## src/rtl/dir_pkg.sv

```systemverilog
package dir_pkg;
  typedef enum logic [1:0] {REQ_GETX = 2'd0, REQ_WB = 2'd1, REQ_DMARD = 2'd2, REQ_DMAWR = 2'd3} reqKind_e;
  typedef enum logic [2:0] {MSG_FWD = 3'd0, MSG_DATA = 3'd1, MSG_WBACK = 3'd2, MSG_NACK = 3'd3, MSG_INV = 3'd4} msgKind_e;
  typedef struct packed {
    logic capture;     // take the request fields
    logic setOwner;    // record requester as owner of the current line
    logic clrOwner;    // mark current line unowned
    logic latchMem;    // hold memory read data
    logic latchInv;    // hold owner's returned data
    logic memSrcHeld;  // memory write data from held register
  } ctrlStrobes_t;
endpackage

```

## src/rtl/dir_table.sv

```systemverilog
module dir_table import dir_pkg::*; #(
  parameter int LINES = 16,
  parameter int NUM_CORES = 4,
  parameter int DATA_W = 32,
  localparam int IDX_W = $clog2(LINES),
  localparam int CORE_W = $clog2(NUM_CORES)
) (
  input  logic              clk,
  input  logic              rst,
  input  ctrlStrobes_t      st,
  input  logic [1:0]        reqKind,
  input  logic [CORE_W-1:0] reqCore,
  input  logic [IDX_W-1:0]  reqAddr,
  input  logic [DATA_W-1:0] reqData,
  input  logic [DATA_W-1:0] memRdata,
  input  logic [DATA_W-1:0] invAckData,
  output reqKind_e          curKind,
  output logic [CORE_W-1:0] curCore,
  output logic [IDX_W-1:0]  curAddr,
  output logic [DATA_W-1:0] heldData,
  output logic [DATA_W-1:0] memWdata,
  output logic              lineOwned,
  output logic [CORE_W-1:0] lineOwner
);
  logic [DATA_W-1:0] curData;
  logic [LINES-1:0]  ownVec;
  logic [CORE_W-1:0] ownIds [LINES];

  for (genvar e = 0; e < LINES; e++) begin : g_entry
    logic              valid;
    logic [CORE_W-1:0] owner;
    logic              hit;
    assign hit = (curAddr == IDX_W'(e));
    always_ff @(posedge clk) begin
      if (rst) begin
        valid <= 1'b0;
        owner <= '0;
      end else if (hit && st.setOwner) begin
        valid <= 1'b1;
        owner <= curCore;
      end else if (hit && st.clrOwner) begin
        valid <= 1'b0;
      end
    end
    assign ownVec[e] = valid;
    assign ownIds[e] = owner;
  end

  assign lineOwned = ownVec[curAddr];
  assign lineOwner = ownIds[curAddr];

  always_ff @(posedge clk) begin
    if (rst) begin
      curKind  <= REQ_GETX;
      curCore  <= '0;
      curAddr  <= '0;
      curData  <= '0;
      heldData <= '0;
    end else begin
      if (st.capture) begin
        curKind <= reqKind_e'(reqKind);
        curCore <= reqCore;
        curAddr <= reqAddr;
        curData <= reqData;
      end
      if (st.latchMem) heldData <= memRdata;
      else if (st.latchInv) heldData <= invAckData;
    end
  end

  assign memWdata = st.memSrcHeld ? heldData : curData;
endmodule

```

## src/rtl/dir_ctrl.sv

```systemverilog
module dir_ctrl import dir_pkg::*; #(
  parameter int NUM_CORES = 4,
  localparam int CORE_W = $clog2(NUM_CORES)
) (
  input  logic              clk,
  input  logic              rst,
  input  logic              reqValid,
  input  reqKind_e          curKind,
  input  logic [CORE_W-1:0] curCore,
  input  logic              lineOwned,
  input  logic [CORE_W-1:0] lineOwner,
  input  logic              memRspValid,
  input  logic              invAckValid,
  output logic              reqReady,
  output ctrlStrobes_t      st,
  output logic              outValid,
  output msgKind_e          outKind,
  output logic              destIsOwner,
  output logic              memReqValid,
  output logic              memWrite,
  output logic              dmaDone
);
  typedef enum logic [3:0] {
    S_IDLE, S_DECIDE, S_MEMRD, S_WBWAIT, S_INVWAIT, S_OWNWR,
    S_OWNWAIT, S_DMAWR, S_DMAWAIT, S_RESP
  } state_e;

  state_e state, nextState;
  logic   isOwner;
  assign isOwner = lineOwned && (lineOwner == curCore);

  always_ff @(posedge clk) begin
    if (rst) state <= S_IDLE;
    else     state <= nextState;
  end

  always_comb begin
    nextState   = state;
    st          = '0;
    reqReady    = 1'b0;
    outValid    = 1'b0;
    outKind     = MSG_DATA;
    destIsOwner = 1'b0;
    memReqValid = 1'b0;
    memWrite    = 1'b0;
    dmaDone     = 1'b0;
    unique case (state)
      S_IDLE: begin
        reqReady = 1'b1;
        if (reqValid) begin
          st.capture = 1'b1;
          nextState  = S_DECIDE;
        end
      end
      S_DECIDE: begin
        unique case (curKind)
          REQ_GETX: begin
            if (lineOwned) begin
              outValid    = 1'b1;
              outKind     = MSG_FWD;
              destIsOwner = 1'b1;
              st.setOwner = 1'b1;
              nextState   = S_IDLE;
            end else begin
              memReqValid = 1'b1;
              nextState   = S_MEMRD;
            end
          end
          REQ_WB: begin
            if (isOwner) begin
              memReqValid = 1'b1;
              memWrite    = 1'b1;
              nextState   = S_WBWAIT;
            end else begin
              outValid  = 1'b1;
              outKind   = MSG_NACK;
              nextState = S_IDLE;
            end
          end
          default: begin
            if (lineOwned) begin
              outValid    = 1'b1;
              outKind     = MSG_INV;
              destIsOwner = 1'b1;
              nextState   = S_INVWAIT;
            end else if (curKind == REQ_DMARD) begin
              memReqValid = 1'b1;
              nextState   = S_MEMRD;
            end else begin
              memReqValid = 1'b1;
              memWrite    = 1'b1;
              nextState   = S_DMAWAIT;
            end
          end
        endcase
      end
      S_MEMRD: if (memRspValid) begin
        st.latchMem = 1'b1;
        nextState   = S_RESP;
      end
      S_WBWAIT: if (memRspValid) nextState = S_RESP;
      S_INVWAIT: if (invAckValid) begin
        st.latchInv = 1'b1;
        st.clrOwner = 1'b1;
        nextState   = S_OWNWR;
      end
      S_OWNWR: begin
        memReqValid   = 1'b1;
        memWrite      = 1'b1;
        st.memSrcHeld = 1'b1;
        nextState     = S_OWNWAIT;
      end
      S_OWNWAIT: if (memRspValid) nextState = (curKind == REQ_DMAWR) ? S_DMAWR : S_RESP;
      S_DMAWR: begin
        memReqValid = 1'b1;
        memWrite    = 1'b1;
        nextState   = S_DMAWAIT;
      end
      S_DMAWAIT: if (memRspValid) nextState = S_RESP;
      S_RESP: begin
        nextState = S_IDLE;
        unique case (curKind)
          REQ_GETX: begin
            outValid    = 1'b1;
            outKind     = MSG_DATA;
            st.setOwner = 1'b1;
          end
          REQ_WB: begin
            outValid    = 1'b1;
            outKind     = MSG_WBACK;
            st.clrOwner = 1'b1;
          end
          default: dmaDone = 1'b1;
        endcase
      end
      default: nextState = S_IDLE;
    endcase
  end
endmodule

```

## src/rtl/dir_mi_home.sv

```systemverilog
module dir_mi_home import dir_pkg::*; #(
  parameter int LINES = 16,
  parameter int NUM_CORES = 4,
  parameter int DATA_W = 32,
  localparam int IDX_W = $clog2(LINES),
  localparam int CORE_W = $clog2(NUM_CORES)
) (
  input  logic              clk,
  input  logic              rst,
  input  logic              reqValid,
  output logic              reqReady,
  input  logic [1:0]        reqKind,
  input  logic [CORE_W-1:0] reqCore,
  input  logic [IDX_W-1:0]  reqAddr,
  input  logic [DATA_W-1:0] reqData,
  output logic              outValid,
  output logic [2:0]        outKind,
  output logic [CORE_W-1:0] outDest,
  output logic [CORE_W-1:0] outFwdTo,
  output logic [IDX_W-1:0]  outAddr,
  output logic [DATA_W-1:0] outData,
  input  logic              invAckValid,
  input  logic [DATA_W-1:0] invAckData,
  output logic              memReqValid,
  output logic              memWrite,
  output logic [IDX_W-1:0]  memAddr,
  output logic [DATA_W-1:0] memWdata,
  input  logic              memRspValid,
  input  logic [DATA_W-1:0] memRdata,
  output logic              dmaDone,
  output logic [DATA_W-1:0] dmaData
);
  ctrlStrobes_t      st;
  reqKind_e          curKind;
  msgKind_e          msgKind;
  logic [CORE_W-1:0] curCore, lineOwner;
  logic [IDX_W-1:0]  curAddr;
  logic [DATA_W-1:0] heldData;
  logic              lineOwned, destIsOwner;

  dir_table #(.LINES(LINES), .NUM_CORES(NUM_CORES), .DATA_W(DATA_W)) u_table (
    .clk(clk), .rst(rst), .st(st),
    .reqKind(reqKind), .reqCore(reqCore), .reqAddr(reqAddr), .reqData(reqData),
    .memRdata(memRdata), .invAckData(invAckData),
    .curKind(curKind), .curCore(curCore), .curAddr(curAddr),
    .heldData(heldData), .memWdata(memWdata),
    .lineOwned(lineOwned), .lineOwner(lineOwner)
  );

  dir_ctrl #(.NUM_CORES(NUM_CORES)) u_ctrl (
    .clk(clk), .rst(rst), .reqValid(reqValid),
    .curKind(curKind), .curCore(curCore),
    .lineOwned(lineOwned), .lineOwner(lineOwner),
    .memRspValid(memRspValid), .invAckValid(invAckValid),
    .reqReady(reqReady), .st(st), .outValid(outValid), .outKind(msgKind),
    .destIsOwner(destIsOwner), .memReqValid(memReqValid), .memWrite(memWrite),
    .dmaDone(dmaDone)
  );

  assign outKind  = msgKind;
  assign outDest  = destIsOwner ? lineOwner : curCore;
  assign outFwdTo = curCore;
  assign outAddr  = curAddr;
  assign outData  = heldData;
  assign memAddr  = curAddr;
  assign dmaData  = heldData;
endmodule

```

## config.mk

```make
export PLATFORM = sky130hd
export DESIGN_NAME = dir_mi_home
export DESIGN_NICKNAME = d
export VERILOG_FILES = /design/src/rtl/dir_pkg.sv /design/src/rtl/dir_table.sv /design/src/rtl/dir_ctrl.sv /design/src/rtl/dir_mi_home.sv
export SDC_FILE = /design/constraint.sdc
export NUM_CORES = 1
export LEC_CHECK = 0
export ABC_CLOCK_PERIOD_IN_PS = 2300
export BUFFER_PORTS_ARGS = -buffer_cell sky130_fd_sc_hd__buf_2
export CAP_MARGIN = 20
export CELL_PAD_IN_SITES_DETAIL_PLACEMENT = 1
export CELL_PAD_IN_SITES_GLOBAL_PLACEMENT = 1
export CORE_MARGIN = 2
export CORE_UTILIZATION = 37
export CTS_CLUSTER_DIAMETER = 30
export DETAILED_ROUTE_END_ITERATION = 16
export PLACE_DENSITY = 0.77
export SLEW_MARGIN = 20
export SYNTH_ARGS = -nofsm -noshare
export SYNTH_HDL_FRONTEND = slang
export SYNTH_SLANG_ARGS = --single-unit
export TNS_END_PERCENT = 10
```

## constraint.sdc

```tcl
create_clock -name clk -period 2.3 [get_ports clk]
set_input_delay 0.115 -clock clk [delete_from_list [all_inputs] [get_ports clk]]
set_output_delay 0.115 -clock clk [all_outputs]
set_load 0.1 [all_outputs]
```

Word-level counts from Yosys, hierarchy flattened. Cells that the tools add are included. W data, S select, Z words.

Multiplexer cells: 88. Order comparisons: 2. Reductions and logical operators: 57. Bitwise logic cells: 1. Equality and inequality tests: 32.

Operator list (number): $mux W32 (3); $mux W1 (58); $eq A4 B4 Y1 const B (10); $reduce_bool A2 Y1 (17); $logic_and A1 B1 Y1 (33); $eq A4 B3 Y1 const B (8); $mux W4 (7); $pmux W4 S7 (1); $eq A4 B2 Y1 const B (4); $mux W2 (7); $pmux W1 S2 (6); $pmux W3 S2 (2); $bmux W2 S4 (1); $eq A4 B1 Y1 const B (2); $logic_not A4 Y1 (2); $pmux W4 S2 (1); $ne A2 B2 Y1 const B (3); $ge A5 B5 Y1 const B (1); $lt A4 B5 Y1 const B (1); $not A4 Y5 (1); $bmux W1 S4 (1); $eq A2 B2 Y1 const B (2); $reduce_and A4 Y1 (1); $reduce_or A2 Y1 (2); 6 further kinds (6).

Output and inout bits: 116. Logic and storage cells: 218. Register bits after elaboration: 124.

Longest topological paths before layout. Gate-level depths: netlist (run 1).

Depth in word-level cells: 9. Mapped depth: 9.

Hierarchy. Synthesis (run 1) repeated with hierarchy kept, for this count alone.

Cell total of the unflattened synthesis: 702. Area total of the unflattened synthesis: 6535.0 um^2.

Modules (own cells, without submodules): dir_table (instances 1, sequential area each 2402.3 um^2, area an instance 5620.4 um^2, cells each 576); dir_ctrl (instances 1, sequential area each 80.1 um^2, area an instance 621.8 um^2, cells each 88); dir_mi_home (instances 1, sequential area each 0.0 um^2, area an instance 292.8 um^2, cells each 38).

Least setup slack after synthesis (run 1). No wires, ideal clock.

Path kind: register -> output. Start: register u_table.curAddr[2]. End: output outValid. Arrival time: 4699 ps. Cell stages (with the launch flop): 9. Slack: -2514 ps. Buffers on the path: 2. Cell sequence: dfxtp_1 buf_2 clkbuf_1 mux4_1 mux2i_1 xor2_1 nand3b_1 a21oi_1 o32ai_1.

Longest elaborated chain between the ends: 9. Elaborated cells between the ends (all ways): 12.

Ends and longest elaborated chain: start, declared (RTL line dir_table.sv:19) `output logic [IDX_W-1:0] curAddr,`; start signal, assigned (RTL line dir_table.sv:63) `curAddr <= reqAddr;`; $not A4 Y5 (implied by the code) (RTL line dir_table.sv:50) `assign lineOwner = ownIds[curAddr];`; $bmux W2 S4 (RTL line dir_table.sv:50); $mux W2 (implied by the code) (2 in a row) (RTL line dir_table.sv:50); $eq A2 B2 Y1 (RTL line dir_ctrl.sv:30) `assign isOwner = lineOwned && (lineOwner == curCore);`; $logic_and A1 B1 Y1 (RTL line dir_ctrl.sv:30); $mux W1 (RTL line dir_ctrl.sv:70) `if (isOwner) begin`; $mux W1 *; $pmux W1 S2 * (RTL line dir_ctrl.sv:47) `unique case (state)`; end, declared (RTL line dir_mi_home.sv:16) `output logic outValid,`.

Every way passes the cells marked *; elsewhere a longest branch is shown, timed or not. The select of a mux whose other input is x is not followed.

Final worst setup path (run 1).
Start: register u_table.curAddr[1]. End: output outKind[1].

Longest elaborated chain between the ends: 9. Elaborated cells between the ends (all ways): 11.

Ends and longest elaborated chain: $not A4 Y5 (implied by the code) (RTL line dir_table.sv:50); $bmux W2 S4 (RTL line dir_table.sv:50); $mux W2 (implied by the code) (2 in a row) (RTL line dir_table.sv:50); $eq A2 B2 Y1 (RTL line dir_ctrl.sv:30); $logic_and A1 B1 Y1 * (RTL line dir_ctrl.sv:30); $mux W2 * (RTL line dir_ctrl.sv:70); $pmux W3 S2 * (RTL line dir_ctrl.sv:56) `unique case (curKind)`; $pmux W3 S2 * (RTL line dir_ctrl.sv:47); end, declared (RTL line dir_mi_home.sv:17) `output logic [2:0] outKind,`.

Marked as above.

==> results of run 1 <==
## metal layers
metal,GRT usage [%],vias up,part of all wire [%]
met5,0,-,0
met4,14.06,0,4.3
met3,6.846,96,5.9
met2,56.23,344,52
met1,35.28,3513,38
li1,-,3093,-
## layout make-up
cell class / count / area, um^2
Tap cell: 225 / 281.5
Multi-Input combinational cell: 513 / 3558
Inverter: 18 / 67.56
Clock buffer: 21 / 450.4
Fill cell: 1921 / 7284
Antenna cell: 3 / 7.507
Sequential cell: 124 / 2501
Clock inverter: 11 / 117.6
Timing Repair Buffer: 338 / 2848
## tightest hold or removal path, delay by kind of cell
| kind | cells | cell delay, ns |
|---|---|---|
| buffers and inverters | 1 | 0.10 |
| and+or+nand+nor | 1 | 0.09 |
| AOI/OAI and AO/OA | 1 | 0.05 |
## logic make-up (layout without fill, tap and decap cells)
kind of cell	count (synthesis)	in the layout
buf+inv	109	388
flops	124	124
compound gates	172	172
mux	102	102
simple gates	235	235
xor+xnor	4	4
other cells	0	3
## flip-flops by register name (all words and copies together) (netlist names)
signal	cells
u_table.heldData	32
u_table.g_entry.valid	16
u_ctrl.state	4
u_table.curData	32
u_table.curCore	2
u_table.g_entry.owner	32
u_table.curKind	2
u_table.curAddr	4
## cell usage after synthesis, types with 9 or more instances
library cell,instances,area share (%)
inv_1,18,1.1
nor2b_1,9,0.88
mux2i_1,53,8.3
dfxtp_1,124,39
buf_2,10,0.78
nand3_1,9,0.70
a211oi_1,35,4.1
buf_4,37,4.3
o21ai_0,35,2.7
clkbuf_1,36,2.1
mux2_2,34,6.0
nand2_1,116,6.8
nor2_1,67,3.9
a21oi_1,80,6.2
## power by group through the flow
stage / Combinational, W / Sequential [W] / Clock [W]
6_report: 0.00543 / 0.00272 / 0.00264
5_1_grt: 0.00562 / 0.00275 / 0.00278
4_1_cts: 0.00527 / 0.00268 / 0.00266
3_5_place_dp: 0.00505 / 0.00273 / 0
3_3_place_gp: 0.00499 / 0.00272 / 0
2_1_floorplan: 0.00318 / 0.00324 / 0
## metrics by stage
stage	hold slack, ns	setup TNS (ns)	setup slack (ns)	std cells
2_1_floorplan	0.2406	-7.685	-0.5607	746
3_3_place_gp	0.3481	-0.3673	-0.1021	1139
3_5_place_dp	0.3573	-1.108	-0.1776	1139
4_1_cts	0.01417	-3.505	-0.5181	1247
5_1_grt	0.007161	-4.574	-0.6327	1253
6_report	-0.01417	-3.651	-0.5767	1253
## worst paths after layout
| kind | from | to | depth (start not counted) |
|---|---|---|---|
| max | u_table.curAddr[1] | outKind[1] | 9 |
| min | memRdata[12] | u_table.heldData[12] | 3 |
| max reg2reg | u_table.curAddr[1] | u_ctrl.state[1] | 8 |
| min reg2reg | u_table.curData[26] | u_table.curData[26] | 2 |
## what timing repair did
action / 4_1_cts / 5_1_grt
hold buffers: 67 / 0
endpoints found under the hold margin: 67 / 0
resized for setup: 27 / 15
buffers inserted: 10 / 3
endpoints found under the setup margin: 43 / 51
pin swaps: 11 / 9
==> reports/results.ini, run 1 <==
[timing]
timing.hold.ws_ns=-0.01417
setup_viol=10
slew_viol_final=0
relSlewSlack_pct=60.22
worst_pin_slew_ns=0.5959
worst_slack_ns=-0.5767
min_period_ns=2.877
hold_viol_final=1
fin_skew_ns=0.006633
fmax_mhz=347.6
fin_crit_sh_pct=125.1
rsz0062_at_grt=yes

[pwr]
clockPowerShare_pct=24.4
seq_power_share_pct=25.2
power.density_nw_per_um2=1098
switching_power_w=0.005240
p_total_w=0.01080
power.internal_w=0.005558
ir_worst_vdd_v=0.001039
pwr-share-comb_pct=50.3
p_leak_nw=4.266
switching_share_pct=48.53

[detailed_routing]
num_vias=7046
drtIter0Drc=531
drt_drc_violations_left=0
firstDrtPassIters=4
viasPerCell=5.623
detail_route.wl_per_cell_um=22.94
ant_nets=0
wirelength_um=28750

[run_status]
violations=hold timing, setup timing
status=finished with violations

[worst_setup_path]
rrSetupSlack_ns=-0.03
endpoint_kind=output pin
cpPeakStageDelay_ns=0.53
worstPathRequired_ns=2.18
crit_chain=buf_6 -> mux4_2 -> mux2i_4 -> xor2_2 -> nand3b_1 -> buf_4 -> a21oi_4 -> o31ai_4 -> buf_12
path_delay_family=multiplexers
crit_slowest_cell=mux4_2
critPathLaunchType=register
crit_buf_inv=3
crit_arrival_ns=2.76
critPathKind=reg -> out
crit_path_max_fanout=6

[synthesis]
synth_top_family_by_area=multiplexers
seq_area_frac_synth_pct=38.66
synth-async-reset-ratio_pct=0
syn_area_um2=6421
synthXorXnorAreaFrac_pct=0.5456
synthAdderAreaFrac_pct=0
yosys_most_used_dff=dfxtp_1
synth_cells=746
synth_edf_count=0
synth.distinct_cells=51
synth_area_per_cell_um2=8.607
synthSimpleGateAreaFrac_pct=15.98
synth-compound-area-share_pct=15.67
synth_warnings=0
muxShareOfSynthArea_pct=19.95
syn_nets=855
synth_seq_cells=124

[die]
die_area_um2=18420
design.portCount=225
rows=48
coreArea_um2=17120
start_util_pct=37.51
die_w_um=135.7
die_y_um=135.7

[grt]
grt_max_degree=65
grt_pass1_vias=7642
antenna_found_initial=3
globalRouteOverflowTotal=0
grt_pass1_wl_um=44020
grt.total_usage_pct=31.26

[clocking]
clock-root-buffer=clkbuf_16
cts_htree_levels=4
clk_path_buf_depth=2
clk_pin_slew_ns=0.06
clock_latency_ns=0.42
numCtsBuffers=17
cts.sinks=124
cts_tree=done

[finish]
drive_gt1_share_pct=37.95
num-nets-final=1121
stdcell_area_um2=9832
final_common_cell=buf_2
final_cell_mix=buf_2, dfxtp_1, nand2_1, a21oi_1
utilization_pct=57.44
area_delta_synth_final_pct=53.12

[place]
place_hpwl_um=16650
gp_congestion=0.8462
postPlaceCellArea_um2=8341
numPortBuffers=224

[job]
drv_cap=0

[hold_path]
hold_path_class=in -> reg

No activity file was read; power rests on OpenSTA's default activity.
==> run 2, diff against run 1 <==
- ABC_AREA: unset -> 1
- ABC_CLOCK_PERIOD_IN_PS: 2300 -> 2700
- CORE_UTILIZATION: 37 -> 34
- HOLD_SLACK_MARGIN: unset -> 0.12
- PLACE_DENSITY: 0.77 -> 0.76
- clock period: 2.3 -> 2.7 ns (I/O delays scaled with it)
==> run 2 against run 1 <==
  * The flow now finishes without violations
  * Non-clock buffer count shrank 7
  * Setup slack gained 0.75 ns
  * Utilization shrank 7.7 points
  * Sequential cell count unchanged
  * Combinational power down 29%
  * Register-to-register slack improved by 0.28 ns
  * First-iteration DRC count shrank 45%
  * Cell count grew 18%
  * Critical path type unchanged
  * Largest cell class unchanged
  * Highest routed layer unchanged
==> reports/results.ini, run 2 <==
[finish]
fill_cells=2382
utilization_pct=49.71
final_common_cell=buf_2
stdcell_area_um2=8991
area_delta_synth_final_pct=42.21
num-nets-final=1338
final_cell_mix=buf_2, nor2_1, nand2_1, a21oi_1, dfxtp_1
reg_top3=u_table.curData (32), u_table.g_entry.owner (32), u_table.heldData (32)
drive_gt1_share_pct=25.60

[worst_setup_path]
crit_slowest_cell=dfxtp_4
r2r-start=u_ctrl.state[3]
path_delay_family=simple AND/OR/NAND/NOR gates
endpoint_kind=output pin
crit_path_max_fanout=10
crit_arrival_ns=2.40
cpMostUsedCell=nand2_1
cpPeakStageDelay_ns=0.40
reg2reg_depth=9
crit_buf_inv=3
worstPathRequired_ns=2.57
critPathLaunchType=register
crit_chain=buf_12 -> nor2_8 -> nand2_1 -> nand4_1 -> nand2_1 -> nand2_1 -> inv_1 -> nand2_1 -> nand2_1 -> nor2_1 -> nand2_1 -> nand2_1 -> o21ai_0 -> nand2_1 -> buf_12
rrSetupSlack_ns=0.25
crit_cells=15
critPathKind=reg -> out
r2r-end=u_table.heldData[24]

[grt]
grt.total_usage_pct=25.46
grt_max_degree=64
grt_pass1_wl_um=40060
grt_pass1_vias=7809
globalRouteOverflowTotal=0
antenna_found_initial=2

[pwr]
power.density_nw_per_um2=942.0
p_leak_nw=4.430
ir_worst_vdd_v=0.0004235
p_total_w=0.008470

[clocking]
clock-root-buffer=clkbuf_16
clk_path_buf_depth=2
numCtsBuffers=17
clock_latency_ns=0.42
cts_tree=done
cts.sinks=124
clk_pin_slew_ns=0.06
cts_htree_levels=4

[timing]
fmax_mhz=395.2
fin_skew_ns=0.009024
min_period_ns=2.530
setup_viol=0
setup_tns_ns=0
rsz0062_at_grt=yes
slew_viol_final=0
hold_viol_final=0
worst_pin_slew_ns=0.7893
fin_crit_sh_pct=93.71
relSlewSlack_pct=47.30

[synthesis]
synth.cells.most_frequent=nor2_1, nand2_1, a21oi_1, dfxtp_1, o21ai_0
yosysMostFrequentCell=nor2_1
syn_area_um2=6322
netlist.area_leader.share_pct=39.26
synth-async-reset-ratio_pct=0
synth.distinct_cells=26
synthTopCellsByArea=dfxtp_1, nor2_1, nand2_1, a21oi_1, o21ai_0
seq_area_frac_synth_pct=39.26
syn_nets=1077
synth_area_leader_cell=dfxtp_1
synth_warnings=0
synth_cells=968
synth_edf_count=0
synth_seq_cells=124
yosys_most_used_dff=dfxtp_1
synth_area_per_cell_um2=6.531

[detailed_routing]
wirelength_um=25170
drt_drc_violations_left=0
detail_route.wl_per_cell_um=17.09
num_vias=7375
ant_nets=0
viasPerCell=5.007
drtIter0Drc=292
firstDrtPassIters=5

[die]
die_w_um=140.4
start_util_pct=34.96
die_area_um2=19700
coreArea_um2=18090
rows=49
design.portCount=225
die_y_um=140.4

[place]
gp_congestion=0.9083
postPlaceCellArea_um2=7428
place_hpwl_um=16190
numPortBuffers=224

[run_status]
status=finished clean

[hold_path]
min-delay-start=invAckData[10]
min_path_cells=5
hold_end=u_table.heldData[10]
hold_path_class=in -> reg

[job]
drv_cap=0

-- run 2: changes by cell type in the layout (fill, tap and decap cells not counted), sizes merged, moves of 34 or more --
cell	change
nor2	+132
o21ai	+71
inv	+70
nand2	+70
mux2i	-53
a21oi	+45
a211oi	-35
mux2	-34
-- run 2: stage by stage --
stage          worst slack (ns)  instances  hold slack, ns
2_1_floorplan           -0.1925        968          0.3026
3_3_place_gp             0.3954       1347          0.4087
3_5_place_dp             0.3575       1347          0.4237
4_1_cts                0.004807       1465          0.1209
5_1_grt                -0.02715       1473          0.1510
6_report                 0.1698       1473          0.1427
-- run 2: metal layers --
metal | share of wire (%) | track usage, %
met5 | 0 | 0
met4 | 3.0 | 10.31
met3 | 4.9 | 6.496
met1 | 42 | 28.68
met2 | 50 | 45.79
-- run 2: area by class of cell --
type                       count  area [um^2]  area share (%)
inverter                      88        347.8           3.869
clock buffer                  23        467.9           5.205
timing repair buffer         331         2231           24.81
tap                          229        286.5           3.187
sequential                   124         2492           27.72
multi-input combinational    667         3025           33.65
clock inverter                 9        135.1           1.503
antenna                        2        5.005         0.05566
-- run 2: worst register-to-register path, delay by kind of cell, from the launching register on --
kind | cells | cell delay (ns)
AOI/OAI and AO/OA | 2 | 0.29
DFF | 1 | 0.36
and+or+nand+nor | 4 | 0.56
buffers and inverters | 3 | 1.16
-- run 2: kinds of logic after synthesis --
logic type             share of synthesized area (%)
DFF                                            39.26
AOI/OAI and AO/OA                              19.49
and+or+nand+nor                                27.71
buffers and inverters                          13.54
-- run 2: what timing repair did --
action / in CTS / in global routing
setup endpoints to repair: 5 / 38
hold buffers: 86 / 0
endpoints found under the hold margin: 73 / 0
resized for setup: 5 / 7
setup buffers: 0 / 6
-- run 2: power breakdown --
group | leakage [nW] | internal (W) | switching (W) | total, W
Combinational | 3.13 | 0.000748 | 0.00313 | 0.00388
Sequential | 1.01 | 0.00205 | 0.000176 | 0.00223
Clock | 0.292 | 0.00151 | 0.000859 | 0.00236
-- run 2: worst max path at each step --
stage / from / end / slack (ns)
6_report: u_table.curAddr[0] / memReqValid / 0.17
5_1_grt: u_table.curAddr[0] / memReqValid / -0.03
3_5_place_dp: u_table.curAddr[0] / memWrite / 0.36
4_1_cts: u_table.curAddr[0] / memReqValid / 0.005
2_1_floorplan: u_table.curAddr[0] / outKind[0] / -0.19
3_3_place_gp: u_table.curAddr[0] / memWrite / 0.40
